### src/rtl/vsw_pkg.sv
package vsw_pkg;
  typedef enum logic [1:0] {
    BAND_UNDER = 2'd0,
    BAND_HOLD  = 2'd1,
    BAND_DOWN  = 2'd2,
    BAND_TOP   = 2'd3
  } band_e;

  function automatic band_e classify(input logic lo, input logic hi, input logic top);
    if (top)     return BAND_TOP;
    else if (hi) return BAND_DOWN;
    else if (lo) return BAND_HOLD;
    else         return BAND_UNDER;
  endfunction
endpackage

### src/rtl/vsw_skip_target.sv
module vsw_skip_target #(
  parameter int TICK_CYCLES = 2400000,
  parameter int CNT_MAX     = 7,
  parameter int CW          = 3
) (
  input  logic          clk,
  input  logic          rst_n,
  input  logic          above_low,
  input  logic          above_high,
  input  logic          above_top,
  input  logic          force_one,
  output logic [CW-1:0] target
);
  import vsw_pkg::*;
  localparam int TW = $clog2(TICK_CYCLES + 1);

  logic [TW-1:0] tick_cnt;
  logic          tick;
  logic          seen_lo, seen_hi, seen_top;
  band_e         band;

  assign tick = (tick_cnt == TW'(TICK_CYCLES - 1));
  assign band = classify(seen_lo | above_low, seen_hi | above_high, seen_top | above_top);

  always_ff @(posedge clk) begin
    if (!rst_n) begin
      tick_cnt <= '0;
      seen_lo  <= 1'b0;
      seen_hi  <= 1'b0;
      seen_top <= 1'b0;
    end else begin
      tick_cnt <= tick ? '0 : tick_cnt + 1'b1;
      seen_lo  <= tick ? 1'b0 : (seen_lo | above_low);
      seen_hi  <= tick ? 1'b0 : (seen_hi | above_high);
      seen_top <= tick ? 1'b0 : (seen_top | above_top);
    end
  end

  always_ff @(posedge clk) begin
    if (!rst_n) begin
      target <= CW'(1);
    end else if (above_top || force_one) begin
      target <= CW'(1);
    end else if (tick) begin
      case (band)
        BAND_UNDER: if (target != CW'(CNT_MAX)) target <= target + 1'b1;
        BAND_DOWN:  if (target != CW'(1))       target <= target - 1'b1;
        BAND_TOP:   target <= CW'(1);
        default:    target <= target;
      endcase
    end
  end
endmodule

### src/rtl/vsw_off_timers.sv
module vsw_off_timers #(
  parameter int RING_SHORT = 210,
  parameter int RING_LONG  = 2100,
  parameter int OFF_MAX    = 2100
) (
  input  logic clk,
  input  logic rst_n,
  input  logic gate_fall,
  input  logic zc_above_ring,
  output logic ring_done,
  output logic off_expired
);
  localparam int RMAX = (RING_LONG > RING_SHORT) ? RING_LONG : RING_SHORT;
  localparam int RW   = $clog2(RMAX + 1);
  localparam int OW   = $clog2(OFF_MAX + 1);

  logic [RW-1:0] ring_cnt;
  logic [OW-1:0] off_cnt;

  assign ring_done   = (ring_cnt == '0);
  assign off_expired = (off_cnt == OW'(OFF_MAX - 1));

  always_ff @(posedge clk) begin
    if (!rst_n) begin
      ring_cnt <= '0;
      off_cnt  <= '0;
    end else if (gate_fall) begin
      ring_cnt <= zc_above_ring ? RW'(RING_SHORT) : RW'(RING_LONG);
      off_cnt  <= '0;
    end else begin
      if (!ring_done)   ring_cnt <= ring_cnt - 1'b1;
      if (!off_expired) off_cnt  <= off_cnt + 1'b1;
    end
  end
endmodule

### src/rtl/vsw_valley_match.sv
module vsw_valley_match #(
  parameter int CNT_MAX = 7,
  parameter int CW      = 3
) (
  input  logic          clk,
  input  logic          rst_n,
  input  logic          gate_on,
  input  logic          gate_fall,
  input  logic          gate_rise,
  input  logic          zc_low,
  input  logic          burst_active,
  input  logic          ring_done,
  input  logic          off_expired,
  input  logic [CW-1:0] target,
  output logic [CW-1:0] zcc,
  output logic          set_pulse
);
  logic zc_q;
  logic armed;
  logic zc_edge;
  logic open_off;
  logic fire;

  assign zc_edge  = zc_low & ~zc_q;
  assign open_off = armed & ~gate_on;
  assign fire     = open_off & ~burst_active &
                    ((ring_done & zc_low & (zcc == target)) | off_expired);

  always_ff @(posedge clk) begin
    if (!rst_n) begin
      zc_q      <= 1'b0;
      zcc       <= '0;
      armed     <= 1'b0;
      set_pulse <= 1'b0;
    end else begin
      zc_q      <= zc_low;
      set_pulse <= fire;
      if (gate_rise)
        zcc <= '0;
      else if (zc_edge && open_off && ring_done && zcc != CW'(CNT_MAX))
        zcc <= zcc + 1'b1;
      if (gate_fall)
        armed <= 1'b1;
      else if (fire || gate_rise)
        armed <= 1'b0;
    end
  end
endmodule

### src/rtl/valley_turnon_ctrl.sv
module valley_turnon_ctrl #(
  parameter int TICK_CYCLES = 2400000,
  parameter int RING_SHORT  = 210,
  parameter int RING_LONG   = 2100,
  parameter int OFF_MAX     = 2100,
  parameter int CNT_MAX     = 7
) (
  input  logic clk,
  input  logic rst_n,
  input  logic reg_above_low,
  input  logic reg_above_high,
  input  logic reg_above_top,
  input  logic zc_low,
  input  logic zc_above_ring,
  input  logic gate_on,
  input  logic burst_active,
  input  logic force_one,
  output logic set_pulse
);
  localparam int CW = $clog2(CNT_MAX + 1);

  logic          gate_q;
  logic          gate_fall, gate_rise;
  logic [CW-1:0] target;
  logic [CW-1:0] zcc;
  logic          ring_done, off_expired;

  always_ff @(posedge clk) begin
    if (!rst_n) gate_q <= 1'b0;
    else        gate_q <= gate_on;
  end
  assign gate_fall = gate_q & ~gate_on;
  assign gate_rise = ~gate_q & gate_on;

  vsw_skip_target #(.TICK_CYCLES(TICK_CYCLES), .CNT_MAX(CNT_MAX), .CW(CW)) u_tgt (
    .clk(clk), .rst_n(rst_n),
    .above_low(reg_above_low), .above_high(reg_above_high), .above_top(reg_above_top),
    .force_one(force_one), .target(target)
  );

  vsw_off_timers #(.RING_SHORT(RING_SHORT), .RING_LONG(RING_LONG), .OFF_MAX(OFF_MAX)) u_tim (
    .clk(clk), .rst_n(rst_n), .gate_fall(gate_fall), .zc_above_ring(zc_above_ring),
    .ring_done(ring_done), .off_expired(off_expired)
  );

  vsw_valley_match #(.CNT_MAX(CNT_MAX), .CW(CW)) u_match (
    .clk(clk), .rst_n(rst_n), .gate_on(gate_on), .gate_fall(gate_fall), .gate_rise(gate_rise),
    .zc_low(zc_low), .burst_active(burst_active), .ring_done(ring_done),
    .off_expired(off_expired), .target(target), .zcc(zcc), .set_pulse(set_pulse)
  );
endmodule

### config.mk
export PLATFORM = sky130hd
export DESIGN_NAME = valley_turnon_ctrl
export DESIGN_NICKNAME = d
export VERILOG_FILES = /design/src/rtl/vsw_pkg.sv /design/src/rtl/vsw_skip_target.sv /design/src/rtl/vsw_off_timers.sv /design/src/rtl/vsw_valley_match.sv /design/src/rtl/valley_turnon_ctrl.sv
export SDC_FILE = /design/constraint.sdc
export NUM_CORES = 1
export LEC_CHECK = 0
export BUFFER_PORTS_ARGS = -buffer_cell sky130_fd_sc_hd__buf_4
export CORE_MARGIN = 2
export CORE_UTILIZATION = 30
export DETAILED_ROUTE_END_ITERATION = 6
export PLACE_DENSITY = 0.54
export SLEW_MARGIN = 20
export SYNTH_ARGS = -nofsm -noshare
export SYNTH_HDL_FRONTEND = slang
export SYNTH_SLANG_ARGS = --single-unit
### constraint.sdc
create_clock -name clk -period 2.7 [get_ports clk]
set_input_delay 0.135 -clock clk [delete_from_list [all_inputs] [get_ports clk]]
set_output_delay 0.135 -clock clk [all_outputs]
set_load 0.1 [all_outputs]
==> results of run 1 <==
metal layers:
metal,vias to the layer above,share of wire (%)
met5,-,0
met4,0,2.6
met3,11,2.1
met2,17,43
met1,959,52
li1,1129,-
sequential cells by signal, indices dropped and copies added (netlist names), 3 cells and up:
name	count
u_tim.off_cnt	12
u_tgt.target	3
u_tim.ring_cnt	12
u_match.zcc	3
u_tgt.tick_cnt	22
how the worst max path moves through the flow:
stage | start | endpoint | slack (ns) | depth (start not counted)
after floorplan | u_tim.ring_cnt[0] | u_tim.ring_cnt[10] | 0.80 | 7
after global placement | u_tim.ring_cnt[5] | u_match.set_pulse | 0.67 | 5
after detailed placement | u_tgt.tick_cnt[16] | u_tgt.tick_cnt[20] | 0.63 | 6
after CTS | u_tgt.tick_cnt[16] | u_tgt.tick_cnt[7] | 0.61 | 6
after global routing | u_tgt.tick_cnt[16] | u_tgt.tick_cnt[7] | 0.42 | 6
final | u_tgt.tick_cnt[16] | u_tgt.tick_cnt[7] | 0.61 | 6
metrics by stage:
| stage | setup WS [ns] | hold slack [ns] | area (µm²) | util [%] |
|---|---|---|---|---|
| after floorplan | 0.797 | 0.206 | 2780 | - |
| after global placement | 0.672 | 0.320 | 2980 | 32.8 |
| after detailed placement | 0.632 | 0.316 | 2980 | 32.8 |
| after CTS | 0.610 | 0.00861 | 3190 | 35.0 |
| after global routing | 0.417 | 0.0323 | 3190 | 35.0 |
| final | 0.614 | 0.0165 | 3190 | 35.0 |
power groups by stage:
stage | registers, W | logic (W) | clock network [W]
6_report | 0.00106 | 0.000628 | 0.000792
5_1_grt | 0.00107 | 0.000723 | 0.000848
4_1_cts | 0.00105 | 0.000636 | 0.000818
3_5_place_dp | 0.00107 | 0.000631 | 0
3_3_place_gp | 0.00107 | 0.000622 | 0
2_1_floorplan | 0.00105 | 0.000522 | 0
cells in the final DEF, fill, tap and decap left out, types with 9 or more instances in the layout:
master	count
nor2_1	54
xnor2_1	20
nand2_1	20
buf_4	12
dfxtp_1	59
and2_1	9
ha_1	10
a21oi_1	14
xor2_1	19
inv_1	12
nand3_1	14
nor3_1	13
clkbuf_8	10
area by class of cell:
class	instances	area share, %
Clock buffer	12	4.55
Clock inverter	4	1.57
Inverter	12	1.41
Multi-Input combinational cell	242	47.9
Sequential cell	59	37.0
Tap cell	111	4.35
Timing Repair Buffer	13	3.14
cell families (layout without fill, tap and decap cells):
family                   count (synthesis)  in the layout  synth area share (%)
AND/OR/NAND/NOR                        156            156                  29.4
flip-flops                              59             59                  42.5
XOR/XNOR                                39             39                  12.3
AO/OA/AOI/OAI                           30             30                  6.30
adder cells (fa/ha/maj)                 10             10                  4.50
buffers and inverters                   18             41                  2.56
multiplexers                             7              7                  2.52
==> results by group, run 1 <==
Drt
  – Final Routed Wirelength: around 5.1 mm
  – Detailed Routing Iterations Pass 1: 4
  – DR WL/cell: 11.2 µm
  – DRC errors left: 0
  – Initial DRC Count: 68
  – ANT nets after route: 0
  – Vias per cell: 4.67
  – Vias post-DR: 2116

Final layout
  – Footprint of the multi-input gates: between 1500 and 2000 µm²
  – Layout net count: between 300 and 400
  – Number of antenna diodes: 0
  – Share of cells above drive strength 1: about a tenth
  – Fill cell total of the finished layout: a little under 1k
  – Register area: 1180 µm²
  – Synthesis-to-layout area growth: 14.7%
  – Finished Layout Cells: 453

Synth
  – Async set-or-reset flop fraction in the synthesized netlist: 0%
  – Synth cell types: 38
  – Yosys Warn Count: 0
  – Syn Nets: between 300 and 400
  – Synth Register Bits: 59
  – Post-Synthesis Mean Instance Area: ~8.7 µm²
  – Post-synth EDFFs: 0
  – Seq/Total Area, Yosys: 42.5%
  – Cell count after synthesis: around 320
  – Top cell type's share of synthesized area: a little over two fifths
  – Main flop type after synthesis: dfxtp_1
  – Cell Area, Synth: around 2800 µm²
  – Largest cells by area after synthesis: dfxtp_1 42%, nor2_1 7.3%, xnor2_1 6.3%
  – Most common cell in the netlist: dfxtp_1
  – Synth cell count leaders: 59 x dfxtp_1, 54 x nor2_1, 20 x nand2_1, 20 x xnor2_1, 19 x xor2_1
  – Largest area contributor in the netlist: dfxtp_1

GRT
  – Gr usage total: 11.3%
  – Largest net degree at the start of global routing: 22
  – Met2 usage: between 15 and 20%
  – Met1 usage: 15.2%
  – Gr ovfl total: 0
  – First-pass GRT wire length: 9.07 mm
  – Initial antenna violation count: 0
  – Met3 Track Usage GR: 2.72%
  – Vias in the first global route: 2003
  – Most Crowded Layer GR: met2

Timing
  – Final hold viol count: 0
  – Worst Tran Pin Value: between 0.5 and 0.6 ns
  – Final Cycle Share: 77.3%
  – Min cycle time layout: around 2.1 ns
  – RSZ-0062 raised after global routing: no
  – Setup TNS: 0 ns
  – Worst relative slew slack: around 65%
  – Fmax: 0.479 GHz
  – Pins Over Slew Limit: 0
  – Setup-failing EPs final: 0
  – Clock skew: approximately 0.0067 ns

Pwr
  – IR drop worst, VDD: just over 0.5 mV
  – Net Sw Frac: 30.6%
  – Sequential Power Share: a little over two fifths
  – Power Dens Cells: 776 nW/µm²
  – P_leak: 1.25 nW
  – Logic gate share of total power: 25.4%
  – NetSw: 0.000757 W
  – Total power: 0.00248 W
  – P_int: 0.00172 W
  – Clock share of power: 32.0%

Clock network
  – CTS-repair resized insts: 0
  – Clock Path Buffers: 2
  – # H-tree levels: 3
  – CTS Buf Count: 9
  – Clk sink count: 59
  – TritonCTS clock tree: built
  – # Post-CTS Setup Buffers: 0
  – Reg clk slew, reported paths: 0.07 ns
  – Root Driver: clkbuf_8
  – Cts hold-fix bufs: 1
  – Clk_lat worst skew: roughly 0.33 ns

Placement
  – Port Buffer Count: 10
  – Post-Place Cells: 436
  – HPWL after DPL: between 3 and 4 mm
  – Gp weighted congestion: 0.773

Critical path
  – WP buf/inv: 1
  – Critical path arrival: 2.30 ns
  – Delay-heaviest family, CP: simple AND/OR/NAND/NOR gates
  – R2R depth: 6
  – Critical path type: flop to flop
  – Endpoint class of the critical path: flop
  – FF-to-FF Start: u_tgt.tick_cnt[16]
  – Worst-path cell chain: or4b_2, nor4_1, nand4_1, nand2_1, buf_4, nor2_1
  – Flop-to-flop setup slack: roughly 0.6 ns
  – Max FO, Critical Path: 21
  – FF-to-FF End: u_tgt.tick_cnt[7]
  – CP peak stage delay: 0.67 ns
  – Worst path required time: 2.91 ns
  – CP startpoint kind: flop
  – Slowest cell on crit path: or4b_2

Die
  – Ports: 11
  – Chip height: ~100 µm
  – FP Rows: 35
  – Core Box Area: 9110 µm²
  – Starting Density: between 30% and 40%
  – Die width: 100 µm
  – Die footprint: 10100 µm²

Min path
  – Min-delay src: gate_on
  – Hold-critical path depth: 2
  – Min-Delay Endpoint: gate_q
  – Hold Crit Class: input port to flop

Run
  – # Max-Cap Violations: 0

Run status
  – Status: complete, no violations
(Power assumes the default switching activity.)
==> inputs of run 2 (changes only) <==
Settings changed: PLACE_DENSITY 0.54 to 0.55.
Clock period 2.7 ns to 1.8 ns, I/O delays scaled along.
==> run 2 against run 1 <==
- worst setup slack got worse by 0.67 ns
- die area did not move
- highest routed layer unchanged
- sequential power is 48% higher
- clock skew grew 0.0025 ns
- hold slack better by 0.018 ns
- critical path depth decreased by 1
- the flow now finishes with violations (setup timing)
- wire length grew 16%
- via count up 8.9%
- cell area increased by 14%
==> results by group, run 2 (synthesis gave the netlist of run 1 again) <==
Run status
  – Status: finished, violations left
  – Failing checks: setup timing

Timing
  – Setup TNS: -0.107 ns (-0.107 ns)
  – Final hold viol count: 0 (unchanged)
  – Min cycle time layout: 1.86 ns (-0.226 ns)
  – Setup-failing EPs final: 2 (+2)
  – Clock skew: 0.00918 ns (+0.00251 ns)
  – Worst relative slew slack: 70.6% (+5.5 points)
  – Worst Tran Pin Value: 0.436 ns (-0.0851 ns)
  – Min setup slack post-route: -0.0603 ns (-0.674 ns)
  – Pins Over Slew Limit: 0 (unchanged)
  – RSZ-0062 raised after global routing: yes
  – Fmax: 0.538 GHz (+12%)
  – Final Cycle Share: 103% (+26 points)

Critical path
  – Delay-heaviest family, CP: simple AND/OR/NAND/NOR gates
  – Critical path arrival: 2.08 ns (-0.22 ns)
  – Endpoint class of the critical path: flop
  – Most frequent CP cell: or3_1
  – Critical path type: flop to flop
  – Stages on worst setup path: 5 (-1)
  – Worst path required time: 2.02 ns (-0.89 ns)
  – R2R depth: 5 (-1)
  – WP buf/inv: 0 (-1)
  – CP startpoint kind: flop
  – Worst-path cell chain: or3_1, or3_1, or3_1, mux2i_1, a21oi_1
  – CP peak stage delay: 0.42 ns (-0.25 ns)
  – Slowest cell on crit path: or3_1
  – Max FO, Critical Path: 5 (-76%)

Die
  – Chip height: 100 µm (unchanged)
  – Die width: 100 µm (unchanged)
  – Die footprint: 10100 µm² (unchanged)
  – Ports: 11 (unchanged)
  – Starting Density: 30.5% (unchanged)
  – FP Rows: 35 (unchanged)
  – Core Box Area: 9110 µm² (unchanged)

Final layout
  – Finished Core Util: 39.9% (+4.9 points)
  – Design area: 3640 µm² (+14%)
  – Regs by FF count: u_tgt.tick_cnt x22, u_tim.off_cnt x12, u_tim.ring_cnt x12
  – Number of antenna diodes: 0 (unchanged)
  – Synthesis-to-layout area growth: 30.8%
  – Most frequent cells in the layout: 56 x dfxtp_1, 53 x nor2_1, 34 x buf_4
  – Finished Layout Cells: 483 (+6.6%)
  – Largest Register: u_tgt.tick_cnt
  – Layout net count: 387 (+8.4%)
  – Most common cell after layout, fill and taps aside: dfxtp_1
  – Max reg flops: 22 (unchanged)
  – Share of cells above drive strength 1: 21.8% (+12 points)

Min path
  – Hold-critical path depth: 3 (+1)
  – Hold Crit Class: input port to flop

GRT
  – Largest net degree at the start of global routing: 19 (-14%)
  – Initial antenna violation count: 0 (unchanged)
  – First-pass GRT wire length: 9.62 mm (+6.0%)
  – Gr usage total: 12.1% (+0.78 points)
  – Vias in the first global route: 2125 (+6.1%)
  – Gr ovfl total: 0 (unchanged)

Drt
  – DRC errors left: 0 (unchanged)
  – Vias post-DR: 2305 (+8.9%)
  – Vias per cell: 4.77 (+2.2%)
  – Initial DRC Count: 37 (-46%)
  – DR WL/cell: 12.2 µm (+9.3%)
  – Detailed Routing Iterations Pass 1: 5 (+1)
  – ANT nets after route: 0 (unchanged)
  – Final Routed Wirelength: 5.89 mm (+16%)

Clock network
  – Root Driver: clkbuf_8
  – Clk sink count: 59 (unchanged)
  – CTS Buf Count: 9 (unchanged)
  – Clk_lat worst skew: 0.34 ns (about the same)
  – TritonCTS clock tree: built
  – Clock Path Buffers: 2 (unchanged)
  – Reg clk slew, reported paths: 0.07 ns (about the same)
  – # H-tree levels: 3 (unchanged)

Placement
  – Dpl ws: -0.207 ns (-0.839 ns)
  – Post-DP Area: 3150 µm² (+5.7%)
  – Port Buffer Count: 10 (unchanged)
  – Gp weighted congestion: 0.813 (+5.1%)
  – Post-Place Cells: 455 (+4.4%)
  – HPWL after DPL: 4.08 mm (+14%)

Pwr
  – IR drop worst, VDD: 0.431 mV (-15%)
  – P_leak: 1.46 nW (+16%)
  – Power Dens Cells: 1260 nW/µm² (+63%)

Run
  – # Max-Cap Violations: 0 (unchanged)
[run 2: per-layer routing]
| metal | vias to the layer above | track usage [%] | routed length (µm) |
|---|---|---|---|
| met2 | 25 | 19.1 | 2700 |
| met1 | 1075 | 15.4 | 2930 |
| li1 | 1196 | - | - |
| met5 | - | 0 | 0 |
| met4 | 0 | 5.37 | 97 |
| met3 | 9 | 3.48 | 165 |
[run 2: timing repair]
action | 4_1_cts | 5_1_grt
buffers inserted | 3 | 4
endpoints found under the hold margin | 4 | 0
gates cloned | 1 | 0
resized for setup | 9 | 20
pin swaps | 4 | 9
hold buffers | 4 | 0
setup endpoints to repair | 33 | 35
[run 2: path summary, 6_finish.rpt]
| path | start | endpoint | slack [ns] |
|---|---|---|---|
| hold reg to reg | u_tgt.tick_cnt[0] | u_tgt.tick_cnt[0] | 0.47 |
| hold / removal | reg_above_top | u_tgt.seen_top | 0.03 |
| setup reg to reg | u_tim.ring_cnt[0] | u_tim.ring_cnt[11] | -0.06 |
| setup / recovery | u_tim.ring_cnt[0] | u_tim.ring_cnt[11] | -0.06 |
[run 2: where the power goes]
part           internal [W]  switching (W)
clock network      0.000931       0.000568
logic              0.000792       0.000733
registers           0.00145       0.000121
total               0.00317        0.00142
[run 2: worst reg2reg max path, cell delays in order (launching register included)]
cell and delay [ns]:
dfxtp_1 0.32, or3_1 0.42, or3_1 0.42, or3_1 0.35, mux2i_1 0.15, a21oi_1 0.08
[run 2: metrics by stage]
stage	hold slack (ns)	power, W
2_1_floorplan	0.161	0.00241
3_3_place_gp	0.277	0.00273
3_5_place_dp	0.282	0.00274
4_1_cts	0.0245	0.00436
5_1_grt	0.0732	0.00486
6_report	0.0345	0.00460
[run 2: area by class of cell]
type,count,area [µm²]
fill,936,5470
clock buffer,9,124
tap,111,139
multi-input combinational,242,1640
clock inverter,7,125
inverter,12,45.0
timing repair buffer,43,377
sequential,59,1180
